`config.mk`:
```
export PLATFORM = sky130hd
export DESIGN_NAME = lfosc_ctrl_reg
export DESIGN_NICKNAME = d
export VERILOG_FILES = /design/src/rtl/lfosc_pkg.sv /design/src/rtl/lfosc_regfile.sv /design/src/rtl/lfosc_settle_timer.sv /design/src/rtl/lfosc_tick_gen.sv /design/src/rtl/lfosc_ctrl_reg.sv
export SDC_FILE = /design/constraint.sdc
export NUM_CORES = 1
export LEC_CHECK = 0
export BUFFER_PORTS_ARGS = -buffer_cell sky130_fd_sc_hd__buf_4
export CAP_MARGIN = 20
export CELL_PAD_IN_SITES_DETAIL_PLACEMENT = 1
export CELL_PAD_IN_SITES_GLOBAL_PLACEMENT = 1
export CORE_ASPECT_RATIO = 1.25
export CORE_MARGIN = 5
export CORE_UTILIZATION = 37
export CTS_CLUSTER_SIZE = 16
export DETAILED_ROUTE_END_ITERATION = 12
export PLACE_DENSITY_LB_ADDON = 0.1
export SLEW_MARGIN = 15
export SYNTH_ARGS = -nofsm -noshare
export SYNTH_HDL_FRONTEND = slang
export SYNTH_HIERARCHICAL = 1
export SYNTH_SLANG_ARGS = --single-unit
```
`constraint.sdc`:
```
create_clock -name clk -period 1.65 [get_ports clk]
set_input_delay 0.2475 -clock clk [delete_from_list [all_inputs] [get_ports clk]]
set_output_delay 0.2475 -clock clk [all_outputs]
set_load 0.03 [all_outputs]
```
`src/rtl/lfosc_pkg.sv`:
```
package lfosc_pkg;
  localparam int unsigned DATA_W     = 32;
  localparam int unsigned ADDR_W     = 4;
  localparam logic [ADDR_W-1:0] CTRL_OFFSET = 4'h8;
  localparam int unsigned BIT_READY  = 0;
  localparam int unsigned BIT_ENABLE = 1;
endpackage

```
`src/rtl/lfosc_regfile.sv`:
```
module lfosc_regfile
  import lfosc_pkg::*;
#(
  parameter logic [ADDR_W-1:0] OFFSET = CTRL_OFFSET
) (
  input  logic              clk,
  input  logic              rst_n,
  input  logic              wr_en,
  input  logic [ADDR_W-1:0] addr,
  input  logic [DATA_W-1:0] wdata,
  input  logic              ready_i,
  output logic              en_o,
  output logic [DATA_W-1:0] rdata_o
);
  logic en_q, en_d;
  logic hit;
  logic unused_wbits;

  assign hit = (addr == OFFSET);
  assign unused_wbits = ^{wdata[DATA_W-1:BIT_ENABLE+1], wdata[BIT_READY]};

  // set-only enable
  always_comb begin
    en_d = en_q;
    if (wr_en && hit && wdata[BIT_ENABLE]) en_d = 1'b1;
  end

  always_ff @(posedge clk or negedge rst_n) begin
    if (!rst_n) en_q <= 1'b0;
    else        en_q <= en_d;
  end

  always_comb begin
    rdata_o = '0;
    if (hit) begin
      rdata_o[BIT_ENABLE] = en_q;
      rdata_o[BIT_READY]  = ready_i;
    end
  end

  assign en_o = en_q;

  assert_enable_sticky_R4: assert property (@(posedge clk) disable iff (!rst_n)
    en_q |=> en_q);
  assert_ready_needs_enable_R3: assert property (@(posedge clk) disable iff (!rst_n)
    ready_i |-> en_q);
endmodule

```
`src/rtl/lfosc_settle_timer.sv`:
```
module lfosc_settle_timer #(
  parameter int unsigned SETTLE_CYCLES = 36864000
) (
  input  logic clk,
  input  logic rst_n,
  input  logic en_i,
  output logic ready_o
);
  localparam int unsigned CW = $clog2(SETTLE_CYCLES + 1);
  localparam logic [CW-1:0] LAST = CW'(SETTLE_CYCLES - 1);

  logic [CW-1:0] cnt_q, cnt_d;
  logic          ready_q, ready_d;
  logic          counting;

  assign counting = en_i && !ready_q;

  always_comb begin
    cnt_d   = cnt_q;
    ready_d = ready_q;
    if (counting) begin
      cnt_d = cnt_q + 1'b1;
      if (cnt_q == LAST) ready_d = 1'b1;
    end
  end

  always_ff @(posedge clk or negedge rst_n) begin
    if (!rst_n) begin
      cnt_q   <= '0;
      ready_q <= 1'b0;
    end else begin
      cnt_q   <= cnt_d;
      ready_q <= ready_d;
    end
  end

  assign ready_o = ready_q;

  assert_ready_sticky_R4: assert property (@(posedge clk) disable iff (!rst_n)
    ready_q |=> ready_q);
  assert_ready_after_full_count_R3: assert property (@(posedge clk) disable iff (!rst_n)
    $rose(ready_q) |-> ($past(cnt_q) == LAST));
  assert_count_bounded_R3: assert property (@(posedge clk) disable iff (!rst_n)
    cnt_q <= CW'(SETTLE_CYCLES));
endmodule

```
`src/rtl/lfosc_tick_gen.sv`:
```
module lfosc_tick_gen #(
  parameter int unsigned DIV_RATIO   = 112,
  parameter int unsigned SYNC_STAGES = 2
) (
  input  logic clk,
  input  logic rst_n,
  input  logic lf_clk_i,
  input  logic use_lf_i,
  output logic tick_o
);
  localparam int unsigned DW = $clog2(DIV_RATIO);
  localparam logic [DW-1:0] DIV_LAST = DW'(DIV_RATIO - 1);

  logic [DW-1:0]          div_q, div_d;
  logic                   div_pulse;
  logic [SYNC_STAGES-1:0] sync_q;
  logic                   lf_prev_q;
  logic                   lf_pulse;
  logic                   tick_q, tick_d;

  // fast reference divider
  assign div_pulse = (div_q == DIV_LAST);
  always_comb div_d = div_pulse ? '0 : div_q + 1'b1;

  always_ff @(posedge clk or negedge rst_n) begin
    if (!rst_n) div_q <= '0;
    else        div_q <= div_d;
  end

  // low-frequency input synchronizer
  generate
    for (genvar s = 0; s < SYNC_STAGES; s++) begin : g_sync
      always_ff @(posedge clk or negedge rst_n) begin
        if (!rst_n) sync_q[s] <= 1'b0;
        else if (s == 0) sync_q[s] <= lf_clk_i;
        else             sync_q[s] <= sync_q[(s == 0) ? 0 : s-1];
      end
    end
  endgenerate

  always_ff @(posedge clk or negedge rst_n) begin
    if (!rst_n) lf_prev_q <= 1'b0;
    else        lf_prev_q <= sync_q[SYNC_STAGES-1];
  end

  assign lf_pulse = sync_q[SYNC_STAGES-1] && !lf_prev_q;

  always_comb tick_d = use_lf_i ? lf_pulse : div_pulse;

  always_ff @(posedge clk or negedge rst_n) begin
    if (!rst_n) tick_q <= 1'b0;
    else        tick_q <= tick_d;
  end

  assign tick_o = tick_q;

  assert_div_in_range_R7: assert property (@(posedge clk) disable iff (!rst_n)
    div_q <= DIV_LAST);
  assert_tick_single_cycle_R7: assert property (@(posedge clk) disable iff (!rst_n)
    tick_q |=> !tick_q);
endmodule

```
`src/rtl/lfosc_ctrl_reg.sv`:
```
module lfosc_ctrl_reg
  import lfosc_pkg::*;
#(
  parameter int unsigned SETTLE_CYCLES = 36864000,
  parameter int unsigned DIV_RATIO     = 112
) (
  input  logic              clk,
  input  logic              rst_n,
  input  logic [ADDR_W-1:0] bus_addr,
  input  logic              bus_wr,
  input  logic [DATA_W-1:0] bus_wdata,
  output logic [DATA_W-1:0] bus_rdata,
  input  logic              lf_clk,
  input  logic              sleep_fast_off_req,
  output logic              osc_en,
  output logic              tb_tick,
  output logic              tb_is_lf,
  output logic              sleep_fast_off
);
  logic [1:0] rst_sync_q;
  logic       rst_int_n;
  logic       en;
  logic       ready;

  // async assert, synchronous release
  always_ff @(posedge clk or negedge rst_n) begin
    if (!rst_n) rst_sync_q <= 2'b00;
    else        rst_sync_q <= {rst_sync_q[0], 1'b1};
  end
  assign rst_int_n = rst_sync_q[1] && rst_n;

  lfosc_regfile #(.OFFSET(CTRL_OFFSET)) u_regs (
    .clk     (clk),
    .rst_n   (rst_int_n),
    .wr_en   (bus_wr),
    .addr    (bus_addr),
    .wdata   (bus_wdata),
    .ready_i (ready),
    .en_o    (en),
    .rdata_o (bus_rdata)
  );

  lfosc_settle_timer #(.SETTLE_CYCLES(SETTLE_CYCLES)) u_settle (
    .clk     (clk),
    .rst_n   (rst_int_n),
    .en_i    (en),
    .ready_o (ready)
  );

  lfosc_tick_gen #(.DIV_RATIO(DIV_RATIO), .SYNC_STAGES(2)) u_tick (
    .clk      (clk),
    .rst_n    (rst_int_n),
    .lf_clk_i (lf_clk),
    .use_lf_i (ready),
    .tick_o   (tb_tick)
  );

  assign osc_en         = en;
  assign tb_is_lf       = ready;
  assign sleep_fast_off = sleep_fast_off_req && ready;

  assert_sleep_masked_R9: assert property (@(posedge clk) disable iff (!rst_int_n)
    !bus_rdata[BIT_READY] && (bus_addr == CTRL_OFFSET) |-> !sleep_fast_off);
endmodule

```
Yosys cells after proc, flatten, opt, wreduce, memory -nomap -nowiden
Index checks and enable logic that the tools add are counted.
{ "totals": {"reg_bits": 41, "out_inout_bits": 36, "elab_cells": 26} }
{ "op_classes": {"n_addsub": 2, "n_eq_ne": 3, "n_mux": 3, "n_reduce_logical": 9} }
{ "ops": {"columns": ["op", "n"], "rows": [
  ["adder 26 x 1 -> 26 bit (second input constant)", 1],
  ["equality test 26 bit (second input constant)", 1],
  ["adder 7 x 1 -> 7 bit (second input constant)", 1],
  ["equality test 7 bit (second input constant)", 1],
  ["2-to-1 mux 7 bit", 1],
  ["logical AND 1 bit", 6],
  ["equality test 4 bit (second input constant)", 1],
  ["zero test 1 bit", 2],
  ["2-to-1 mux 2 bit", 1],
  ["AND reduction 2 bit", 1],
  ["2-to-1 mux 1 bit", 1]
]} }

Depth between registers and ports, before layout
Gate-level depths: netlist of the first run.
{ "logic_depth": {"depth_word": 3, "ltp_mapped": 6, "ltp_nobuf": 5} }

By module
The synthesis of the first run kept the hierarchy.
{ "by_module_without_submodules": {"columns": ["mod", "instances", "cells_each", "area_per_inst_um2", "seq_area_each_um2"], "rows": [
  ["lfosc_settle_timer", 1, 104, 1242.4, 675.6],
  ["lfosc_tick_gen", 1, 34, 439.2, 275.3],
  ["lfosc_regfile", 1, 36, 301.5, 25.0],
  ["lfosc_ctrl_reg", 1, 5, 66.3, 50.0]
]} }

Least setup slack after synthesis of the first run
Ideal clock, no wire load.
{ "synth_timing": {"path_kind": "register -> register", "startpoint": "register u_settle.ready_q (netlist: u_settle/ready_o)", "endpoint": "register u_settle.cnt_q[25]", "setup_time_ns": 0.079, "arrival_time_ns": 1.658, "path_slack_ns": -0.087, "path_stages_with_launch": 5, "period_less_slack_ns": 1.737, "cell_sequence": "dfrtp_1 -> nand4b_1 -> or4_1 -> nor3_2 -> xor2_1"} }
{ "synth_via": {"elab_chain_len": 2} }
{ "synth_rtl": {"columns": ["item", "line_no", "source"], "rows": [
  ["start, declared", "lfosc_settle_timer.sv:13", "logic ready_q, ready_d;"],
  ["start signal, assigned", "lfosc_settle_timer.sv:33", "ready_q <= ready_d;"],
  ["zero test 1 bit", "lfosc_settle_timer.sv:16", "assign counting = en_i && !ready_q;"],
  ["logical AND 1 bit", "lfosc_settle_timer.sv:16", null],
  ["end signal, assigned", "lfosc_settle_timer.sv:32", "cnt_q <= cnt_d;"],
  ["end, declared", "lfosc_settle_timer.sv:12", "logic [CW-1:0] cnt_q, cnt_d;"]
]} }
No other way between the ends.
A chain may end at the register's enable or synchronous reset.

Worst setup path after layout of the first run
Same ends and word-level chain as after synthesis.

==> impl_metrics.tcl, run 1 <==
set metrics [dict create \
    end_kind "flop" \
    hold_viol 0 \
    die-area_mm2 0.00714 \
    period_needed_ns 1.59 \
    nFillCells 608 \
    postSynthCellCount 179 \
    cts_sinks 41 \
    p_leak_nw 1.08 \
    drt-initial-drc-count 29 \
    rows 30 \
    fin_crit_sh 0.962 \
    routedWlPerCell_um 14.0 \
    clk_pin_slew_worst_paths_ns 0.08 \
    status "finished, final reports clean" \
    numCtsBuffers 5 \
    clkPwrFrac 0.289 \
    rsz0062_at_grt "true" \
    area_growth_pct 11.7 \
    drt-pass1-iter-count 4 \
    gp_congestion 0.726 \
    clk_latency_ns 0.29 \
    min_path_type "in2reg" \
    vias_per_cell 4.77 \
    reg2reg_depth 4 \
    initial_core_util 0.379 \
    cts_tree "built" \
    synth_most_common_cell "dfrtp_1" \
    cp_max_fo 3 \
    reg2reg_from "u_settle/ready_o$_DFFE_PN0P_" \
    path_class "reg2reg" \
    fin_worst_skew_ns 0.00833 \
    dr_total_vias 1293 \
    cp-start-kind "flop" \
    holdWs_ns 0.0710 \
    multi_input_area_um2 905 \
    grt_start_max_net_pins 40 \
    drv_cap 0 \
    synth_top_area_share 0.501 \
    ys_warn_count 6 \
    drive_gt1_frac 0.222 \
    synth_ff_type "dfrtp_1" \
    ir_drop_mv 0.460 \
    required_ns 1.86 \
    r2r_slack_ns 0.06 \
    cts_max_path_buffers 2 \
    synthTopCellsByCount "dfrtp_1, buf_4, xnor2_1, nand3_1, nand4_1" \
    startpoint "u_settle/ready_o$_DFFE_PN0P_" \
    dp_hpwl_um 2850 \
    netlist_top_cells_area "dfrtp_1, buf_4, xnor2_1" \
    core_area_mm2 0.00541 \
    ys_seq_area_frac 0.501 \
    synth_largest_area_cell "dfrtp_1" \
    comb_power_share 0.170 \
    track_usage 0.112 \
    synthArstFlopShare 1.00 \
    antenna_found_initial 0 \
    die_h_um 93.2 \
    n_antenna_cell 0 \
    syn-cell-area_mm2 0.00205 \
    syn_avg_cell_area_um2 11.4 \
    synth_cell_types 40 \
    antenna_left 0 \
    grt_pass1_vias 1334 \
    io_buffers 15 \
    setup_viol_count_final 0 \
    p_sw_mw 0.664 \
    grt_pass1_wl_um 6420 \
    cts_setup_buffers 0 \
    grt_overflow 0 \
    internal-power_mw 1.53 \
    worstSetupEndpoint "u_settle/cnt_q[25]$_DFFE_PN0P_" \
    maxSlewViolCount 0 \
    max_freq_ghz 0.630 \
    top_level_ports 77 \
    dp_cells 262 \
    ys_ff_latch 41 \
    nNetsFinal 249 \
    synth_edf_count 0 \
    regArea_mm2 0.00103 \
    drcViolationCount 0 \
    drt-total-wl_um 3800 \
    htreeDepth 2 \
    die_w_um 76.6 \
    swShare 0.303 \
    pwr-share-seq 0.541 \
    r2r-end "u_settle/cnt_q[25]$_DFFE_PN0P_" \
    cp_data_arrival_time_ns 1.80 \
    cts-root-buf "clkbuf_8" \
    layoutNonFillerInstCount 271 \
    powerDensity_mw_per_mm2 959 \
]
-- cells in the final DEF, fill, tap and decap left out, types with 3 or more instances in the layout --
| master | instances |
|---|---|
| dfrtp_1 | 39 |
| conb_1 | 31 |
| buf_4 | 21 |
| xnor2_1 | 19 |
| nand3_1 | 10 |
| nand4_1 | 9 |
| xor2_1 | 8 |
| nand2_1 | 7 |
| clkbuf_8 | 5 |
| and3_1 | 4 |
| nor2_1 | 4 |
| and2_1 | 3 |
| clkbuf_1 | 3 |
| nor2b_1 | 3 |
| and4_1 | 3 |
-- cells by family (layout without fill, tap and decap cells) --
family,Yosys count,count (layout),synth area share
and+or+nand+nor,65,65,0.217
DFF,41,41,0.501
buffers and inverters,34,33,0.118
xor gates and xnor gates,27,27,0.115
AOI/OAI and AO/OA,6,6,0.0226
adders and majority gates,2,2,0.0122
other,2,31,0.00366
muxes,2,2,0.0110
-- metrics by stage --
step           TNS, ns  utilization  total power, mW  worst slack [ns]  instance area [um2]
2_1_floorplan        0            -             1.52            0.0545                 2160
3_3_place_gp         0        0.404             1.56           0.00807                 2180
3_5_place_dp         0        0.404             1.58           0.00768                 2180
4_1_cts              0        0.422             2.23            0.0191                 2280
5_1_grt        -0.0199        0.423             2.33           -0.0199                 2290
6_report             0        0.423             2.19            0.0624                 2290
-- worst min path at each step --
stage | end | cells after the start | from
final | u_tick/sync_q[0]$_DFF_PN0_ | 1 | lf_clk
after floorplan | rst_sync_q[0]$_DFF_PN0_ | 0 | rst_n
after global routing | u_tick/sync_q[0]$_DFF_PN0_ | 1 | lf_clk
after detailed placement | rst_sync_q[1]$_DFF_PN0_ | 1 | rst_n
after CTS | u_tick/sync_q[0]$_DFF_PN0_ | 1 | lf_clk
after global placement | rst_sync_q[0]$_DFF_PN0_ | 1 | rst_n
-- state kept, by name, summed over array words and instances (netlist names) --
| register | cells |
|---|---|
| u_settle/cnt_q | 26 |
| u_tick/div_q | 7 |
| rst_sync_q | 2 |
| u_tick/sync_q | 2 |
| u_regs/en_o | 1 |
| u_settle/ready_o | 1 |
| u_tick/lf_prev_q | 1 |
| u_tick/tick_o | 1 |
-- worst max-delay path, stage by stage, from the launching register on --
cell,delay (ns)
dfrtp_2,0.41
nand4b_1,0.27
or4_4,0.54
nor3_2,0.13
xor2_1,0.16
-- metal layers --
metal | GRT usage | up-vias | wire (um)
li1 | - | 604 | -
met4 | 0.0437 | 0 | 60
met3 | 0.0395 | 5 | 226
met1 | 0.124 | 651 | 1510
met5 | 0 | - | 0
met2 | 0.197 | 33 | 2010
-- cell type report --
class / instances / share of cell area
Timing Repair Buffer: 23 / 0.0820
Multi-Input combinational cell: 133 / 0.395
Clock buffer: 8 / 0.0350
Inverter: 2 / 0.00328
Tap cell: 64 / 0.0350
Sequential cell: 41 / 0.449
-- power by group through the flow --
stage          Clock (mW)  Sequential, mW  Combinational (mW)
2_1_floorplan           0            1.19               0.326
3_3_place_gp            0            1.20               0.364
3_5_place_dp            0            1.21               0.374
4_1_cts             0.661            1.19               0.382
5_1_grt             0.711            1.20               0.413
6_report            0.633            1.19               0.374
-- timing repair --
action	CTS	global route
gates resized for setup	2	1
hold endpoints to repair	2	0
pin swaps	1	0
setup endpoints to repair	1	2
hold buffers	1	0
cloned	0	0
Note: power is estimated with default switching activity, not from simulation.
==> inputs of run 2 (changes only) <==
--- a/config.mk
+++ b/config.mk
@@ -11,7 +11,7 @@
 export CELL_PAD_IN_SITES_GLOBAL_PLACEMENT = 1
 export CORE_ASPECT_RATIO = 1.25
 export CORE_MARGIN = 5
-export CORE_UTILIZATION = 37
+export CORE_UTILIZATION = 33
 export CTS_CLUSTER_SIZE = 16
 export DETAILED_ROUTE_END_ITERATION = 12
 export PLACE_DENSITY_LB_ADDON = 0.1
==> constraint.sdc (replaced) <==
create_clock -name clk -period 1.4 [get_ports clk]
set_input_delay 0.21 -clock clk [delete_from_list [all_inputs] [get_ports clk]]
set_output_delay 0.21 -clock clk [all_outputs]
set_load 0.03 [all_outputs]
==> run 2 against run 1 <==
Effect of this change: the run now ends with negative setup slack left; clock skew decreased by 0.0049 ns; routed wire length increased by 13%; global-route usage increased by 0.60 points; clock-buffer cell count decreased by 2; sequential power increased by 14%; register-to-register slack got worse by 0.24 ns; maximum frequency increased by 0.72%; critical path type unchanged; largest power group unchanged.
==> impl_metrics.tcl, run 2 (synthesized netlist as in run 1, its figures left out) <==
set metrics [dict create \
    r2r_slack_ns -0.18 \
    rsz0062_at_grt "true" \
    drcViolationCount 0 \
    grt_pass1_wl_um 7320 \
    clk_pin_slew_worst_paths_ns 0.08 \
    nNetsFinal 275 \
    end_kind "flop" \
    fin_worst_skew_ns 0.00348 \
    initial_core_util 0.335 \
    area_growth_pct 30.5 \
    rows 32 \
    layoutNonFillerInstCount 318 \
    drv_cap 0 \
    antenna_left 0 \
    cts_max_path_buffers 2 \
    reg_top3 "u_settle/cnt_q (26), u_tick/div_q (7)" \
    layout_commonest_cell "dfrtp_1" \
    cts_sinks 41 \
    die_h_um 98.1 \
    drt-initial-drc-count 45 \
    regMostFlops "u_settle/cnt_q" \
    dr_total_vias 1364 \
    io_buffers 15 \
    cts-root-buf "clkbuf_8" \
    path_class "reg2reg" \
    drt-total-wl_um 4290 \
    gp_congestion 0.749 \
    cp_max_fo 3 \
    dp_cells 304 \
    drive_gt1_frac 0.373 \
    antenna_found_initial 0 \
    grt_start_max_net_pins 29 \
    largest_reg_flops 26 \
    placed_cell_area_mm2 0.00237 \
    violations "negative setup slack" \
    track_usage 0.118 \
    core_area_mm2 0.00613 \
    numCtsBuffers 5 \
    grt_pass1_vias 1517 \
    vias_per_cell 4.29 \
    clk_latency_ns 0.29 \
    grt_overflow 0 \
    routedWlPerCell_um 13.5 \
    mostFrequentLayoutCells "dfrtp_1, buf_4, conb_1" \
    hold_viol 0 \
    cp_data_arrival_time_ns 1.79 \
    cp-start-kind "flop" \
    holdWs_ns 0.0201 \
    drt-pass1-iter-count 2 \
    htreeDepth 2 \
    maxSlewViolCount 0 \
    dp_hpwl_um 3190 \
    worst_slack_ns -0.176 \
    fin_crit_sh 1.13 \
    die-area_mm2 0.00790 \
    min_path_type "in2reg" \
    preCtsSetupSlack_ns -0.214 \
    cts_tree "built" \
    max_freq_ghz 0.634 \
    period_needed_ns 1.58 \
    status "complete, but fails checks" \
    stdcell_area_mm2 0.00267 \
    top_level_ports 77 \
    powerDensity_mw_per_mm2 1170 \
    die_w_um 80.5 \
    totalPowerFinal_mw 3.13 \
    n_antenna_cell 0 \
    required_ns 1.62 \
    ir_drop_mv 0.537 \
    setup_viol_count_final 21 \
    p_leak_nw 1.30 \
]
[run 2: path summary, 6_finish.rpt]
check / cells past startpoint / to / start
min reg2reg: 1 / u_settle/cnt_q[7]$_DFFE_PN0P_ / rst_sync_q[1]$_DFF_PN0_
max reg2reg: 4 / u_settle/cnt_q[25]$_DFFE_PN0P_ / u_settle/ready_o$_DFFE_PN0P_
max: 4 / u_settle/cnt_q[25]$_DFFE_PN0P_ / u_settle/ready_o$_DFFE_PN0P_
min in group asynchronous: 2 / rst_sync_q[0]$_DFF_PN0_ / rst_n
min: 1 / u_tick/sync_q[0]$_DFF_PN0_ / lf_clk
max in group asynchronous: 4 / u_settle/ready_o$_DFFE_PN0P_ / rst_n
[run 2: power by group]
group | switching, mW | internal [mW] | leakage, nW
registers | 0.0719 | 1.29 | 0.536
logic | 0.397 | 0.366 | 0.704
clock network | 0.426 | 0.580 | 0.0574
total | 0.896 | 2.23 | 1.30
[run 2: layer usage]
layer	up-vias	GRT usage	part of all wire
met5	-	0	0
met4	0	0.0390	0.0084
met3	4	0.0277	0.024
met2	16	0.210	0.58
met1	690	0.138	0.39
li1	654	-	-
[run 2: final cells by class]
cell class                 count  area (um2)
clock buffer                   6        82.6
tap                           85         106
fill                         674        3450
clock inverter                 2        37.5
timing repair buffer          49         420
multi-input combinational    133         991
sequential                    41        1030
inverter                       2        7.51
[run 2: critical path, stage by stage (launching register included)]
cell	delay, ns
dfrtp_2	0.44
nand4b_1	0.24
or4_4	0.52
nor3_2	0.14
xor2_1	0.17
[run 2: stage by stage]
| stage | utilization | TNS, ns |
|---|---|---|
| floorplan | - | -2.18 |
| global placement | 0.388 | -1.19 |
| detailed placement | 0.388 | -1.63 |
| CTS | 0.420 | -2.67 |
| global route | 0.436 | -4.29 |
| finish | 0.436 | -2.29 |
[run 2: repair_timing]
action | 4_1_cts | 5_1_grt
gates cloned | 0 | 0
endpoints found under the hold margin | 13 | 0
setup endpoints to repair | 22 | 28
pin swaps | 11 | 5
buffers inserted | 3 | 3
hold buffers | 1 | 0
resized for setup | 12 | 17
==> inputs of run 3 (changes only) <==
--- a/config.mk
+++ b/config.mk
@@ -15,6 +15,7 @@
 export CTS_CLUSTER_SIZE = 16
 export DETAILED_ROUTE_END_ITERATION = 12
 export PLACE_DENSITY_LB_ADDON = 0.1
+export REMOVE_ABC_BUFFERS = 1
 export SLEW_MARGIN = 15
 export SYNTH_ARGS = -nofsm -noshare
 export SYNTH_HDL_FRONTEND = slang
==> run 3 against run 2 <==
Effect of this change: the run still ends with negative setup slack left; clock-buffer cell count up 2; final area increased by 4.2%; clock power decreased by 26%; critical path depth grew 1; global-route usage grew 0.37 points; via count increased by 4.6%; sequential power about the same; maximum frequency shrank 1.5%; clock skew increased by 0.0028 ns; worst setup slack worse by 0.024 ns; largest cell class is now multi-input combinational cells; largest power group unchanged.
==> impl_metrics.tcl, run 3 (synthesized netlist as in run 1, its figures left out) <==
set metrics [dict create \
    htreeDepth 2 \
    drv_cap 0 \
    cp_max_fo 3 \
    end_kind "flop" \
    required_ns 1.62 \
    clk_pin_slew_worst_paths_ns 0.08 \
    track_usage 0.122 \
    rsz0062_at_grt "true" \
    clk_latency_ns 0.29 \
    antenna_found_initial 0 \
    grt_overflow 0 \
    vias_per_cell 4.35 \
    rows 32 \
    cts-root-buf "clkbuf_8" \
    status "complete, but fails checks" \
    powerDensity_mw_per_mm2 1060 \
    period_needed_ns 1.60 \
    cts_sinks 41 \
    gp_congestion 0.727 \
    die_h_um 98.1 \
    dr_total_vias 1427 \
    drt-initial-drc-count 34 \
    reg2reg_depth 5 \
    initial_core_util 0.335 \
    grtUsageMet2 0.200 \
    drt-total-wl_um 4480 \
    fin_util 0.455 \
    grt_util_met1 0.149 \
    cp_data_arrival_time_ns 1.82 \
    numCtsBuffers 5 \
    ir_drop_mv 0.827 \
    slowest_stage "or4_4" \
    cp-start-kind "flop" \
    cts_tree "built" \
    violations "negative setup slack" \
    min_path_type "in2reg" \
    cp_cell_sequence "nand4b_1 > buf_4 > or4_4 > nor3_4 > xor2_1" \
    drt-pass1-iter-count 4 \
    hold_depth 1 \
    busiest_layer "met2" \
    max_freq_ghz 0.625 \
    maxSlewViolCount 0 \
    worst_slack_ns -0.200 \
    die-area_mm2 0.00790 \
    drcViolationCount 0 \
    die_w_um 80.5 \
    fin_crit_sh 1.14 \
    grt_start_max_net_pins 40 \
    setup_viol_count_final 26 \
    routedWlPerCell_um 13.7 \
    grt_pass1_vias 1608 \
    fin_worst_skew_ns 0.00629 \
    nNetsFinal 285 \
    reg_top3 "u_settle/cnt_q (26), u_tick/div_q (7)" \
    antenna_left 0 \
    core_area_mm2 0.00613 \
    cp.depth 5 \
    n_antenna_cell 0 \
    largest_reg_flops 26 \
    layout_commonest_cell "buf_4" \
    io_buffers 15 \
    cts_max_path_buffers 2 \
    met3_usage 0.0397 \
    cpPeakStageDelay_ns 0.43 \
    path_class "reg2reg" \
    hold_viol 0 \
    area_growth_pct 35.9 \
    drive_gt1_frac 0.416 \
    top_level_ports 77 \
    path_buf_inv 1 \
    regMostFlops "u_settle/cnt_q" \
    holdWs_ns 0.0265 \
    dp_hpwl_um 3190 \
    cpLargestDelayFamily "simple AND/OR/NAND/NOR gates" \
    mostFrequentLayoutCells "buf_4, dfrtp_1, conb_1" \
    p_leak_nw 1.34 \
    grt_pass1_wl_um 7510 \
]
run 3: final cells by class:
class	count	area (um2)
timing repair buffer	59	503
sequential	41	1030
tap	85	106
inverter	2	7.51
fill	682	3340
multi-input combinational	133	1060
clock buffer	8	80.1
run 3: power breakdown:
group	switching, mW	leakage (nW)	total (mW)	internal (mW)
logic	0.422	0.760	0.838	0.417
clock network	0.395	0.0395	0.749	0.355
registers	0.0841	0.539	1.37	1.29
total	0.901	1.34	2.96	2.06
run 3: worst paths after layout:
kind	start	to	slack, ns
setup reg to reg	u_settle/ready_o$_DFFE_PN0P_	u_settle/cnt_q[25]$_DFFE_PN0P_	-0.20
hold / removal	lf_clk	u_tick/sync_q[0]$_DFF_PN0_	0.03
max in group asynchronous	rst_n	u_settle/cnt_q[9]$_DFFE_PN0P_	0.60
setup / recovery	u_settle/ready_o$_DFFE_PN0P_	u_settle/cnt_q[25]$_DFFE_PN0P_	-0.20
min in group asynchronous	rst_n	rst_sync_q[1]$_DFF_PN0_	0.24
hold reg to reg	rst_sync_q[1]$_DFF_PN0_	u_tick/div_q[4]$_DFF_PN0_	0.36
run 3: per-layer routing:
metal / part of all wire / up-vias
met5: 0 / -
met4: 0.010 / 0
met3: 0.058 / 4
met2: 0.53 / 43
met1: 0.40 / 702
li1: - / 678
run 3: stage by stage:
stage	instances	area [um2]	TNS [ns]	total power [mW]	setup slack, ns
finish	328	2790	-2.68	2.96	-0.200
global route	328	2790	-5.11	3.12	-0.280
CTS	321	2630	-1.80	2.93	-0.160
detailed placement	309	2400	-2.01	2.04	-0.160
global placement	309	2400	-1.76	2.00	-0.194
floorplan	176	1920	-5.48	1.73	-0.337
run 3: repair_timing:
item                                    4_1_cts  5_1_grt
buffers inserted                              3        8
hold buffers                                  1        0
endpoints found under the hold margin         2        0
resized for setup                            27       20
endpoints found under the setup margin       28       29
pin swaps                                    16       13
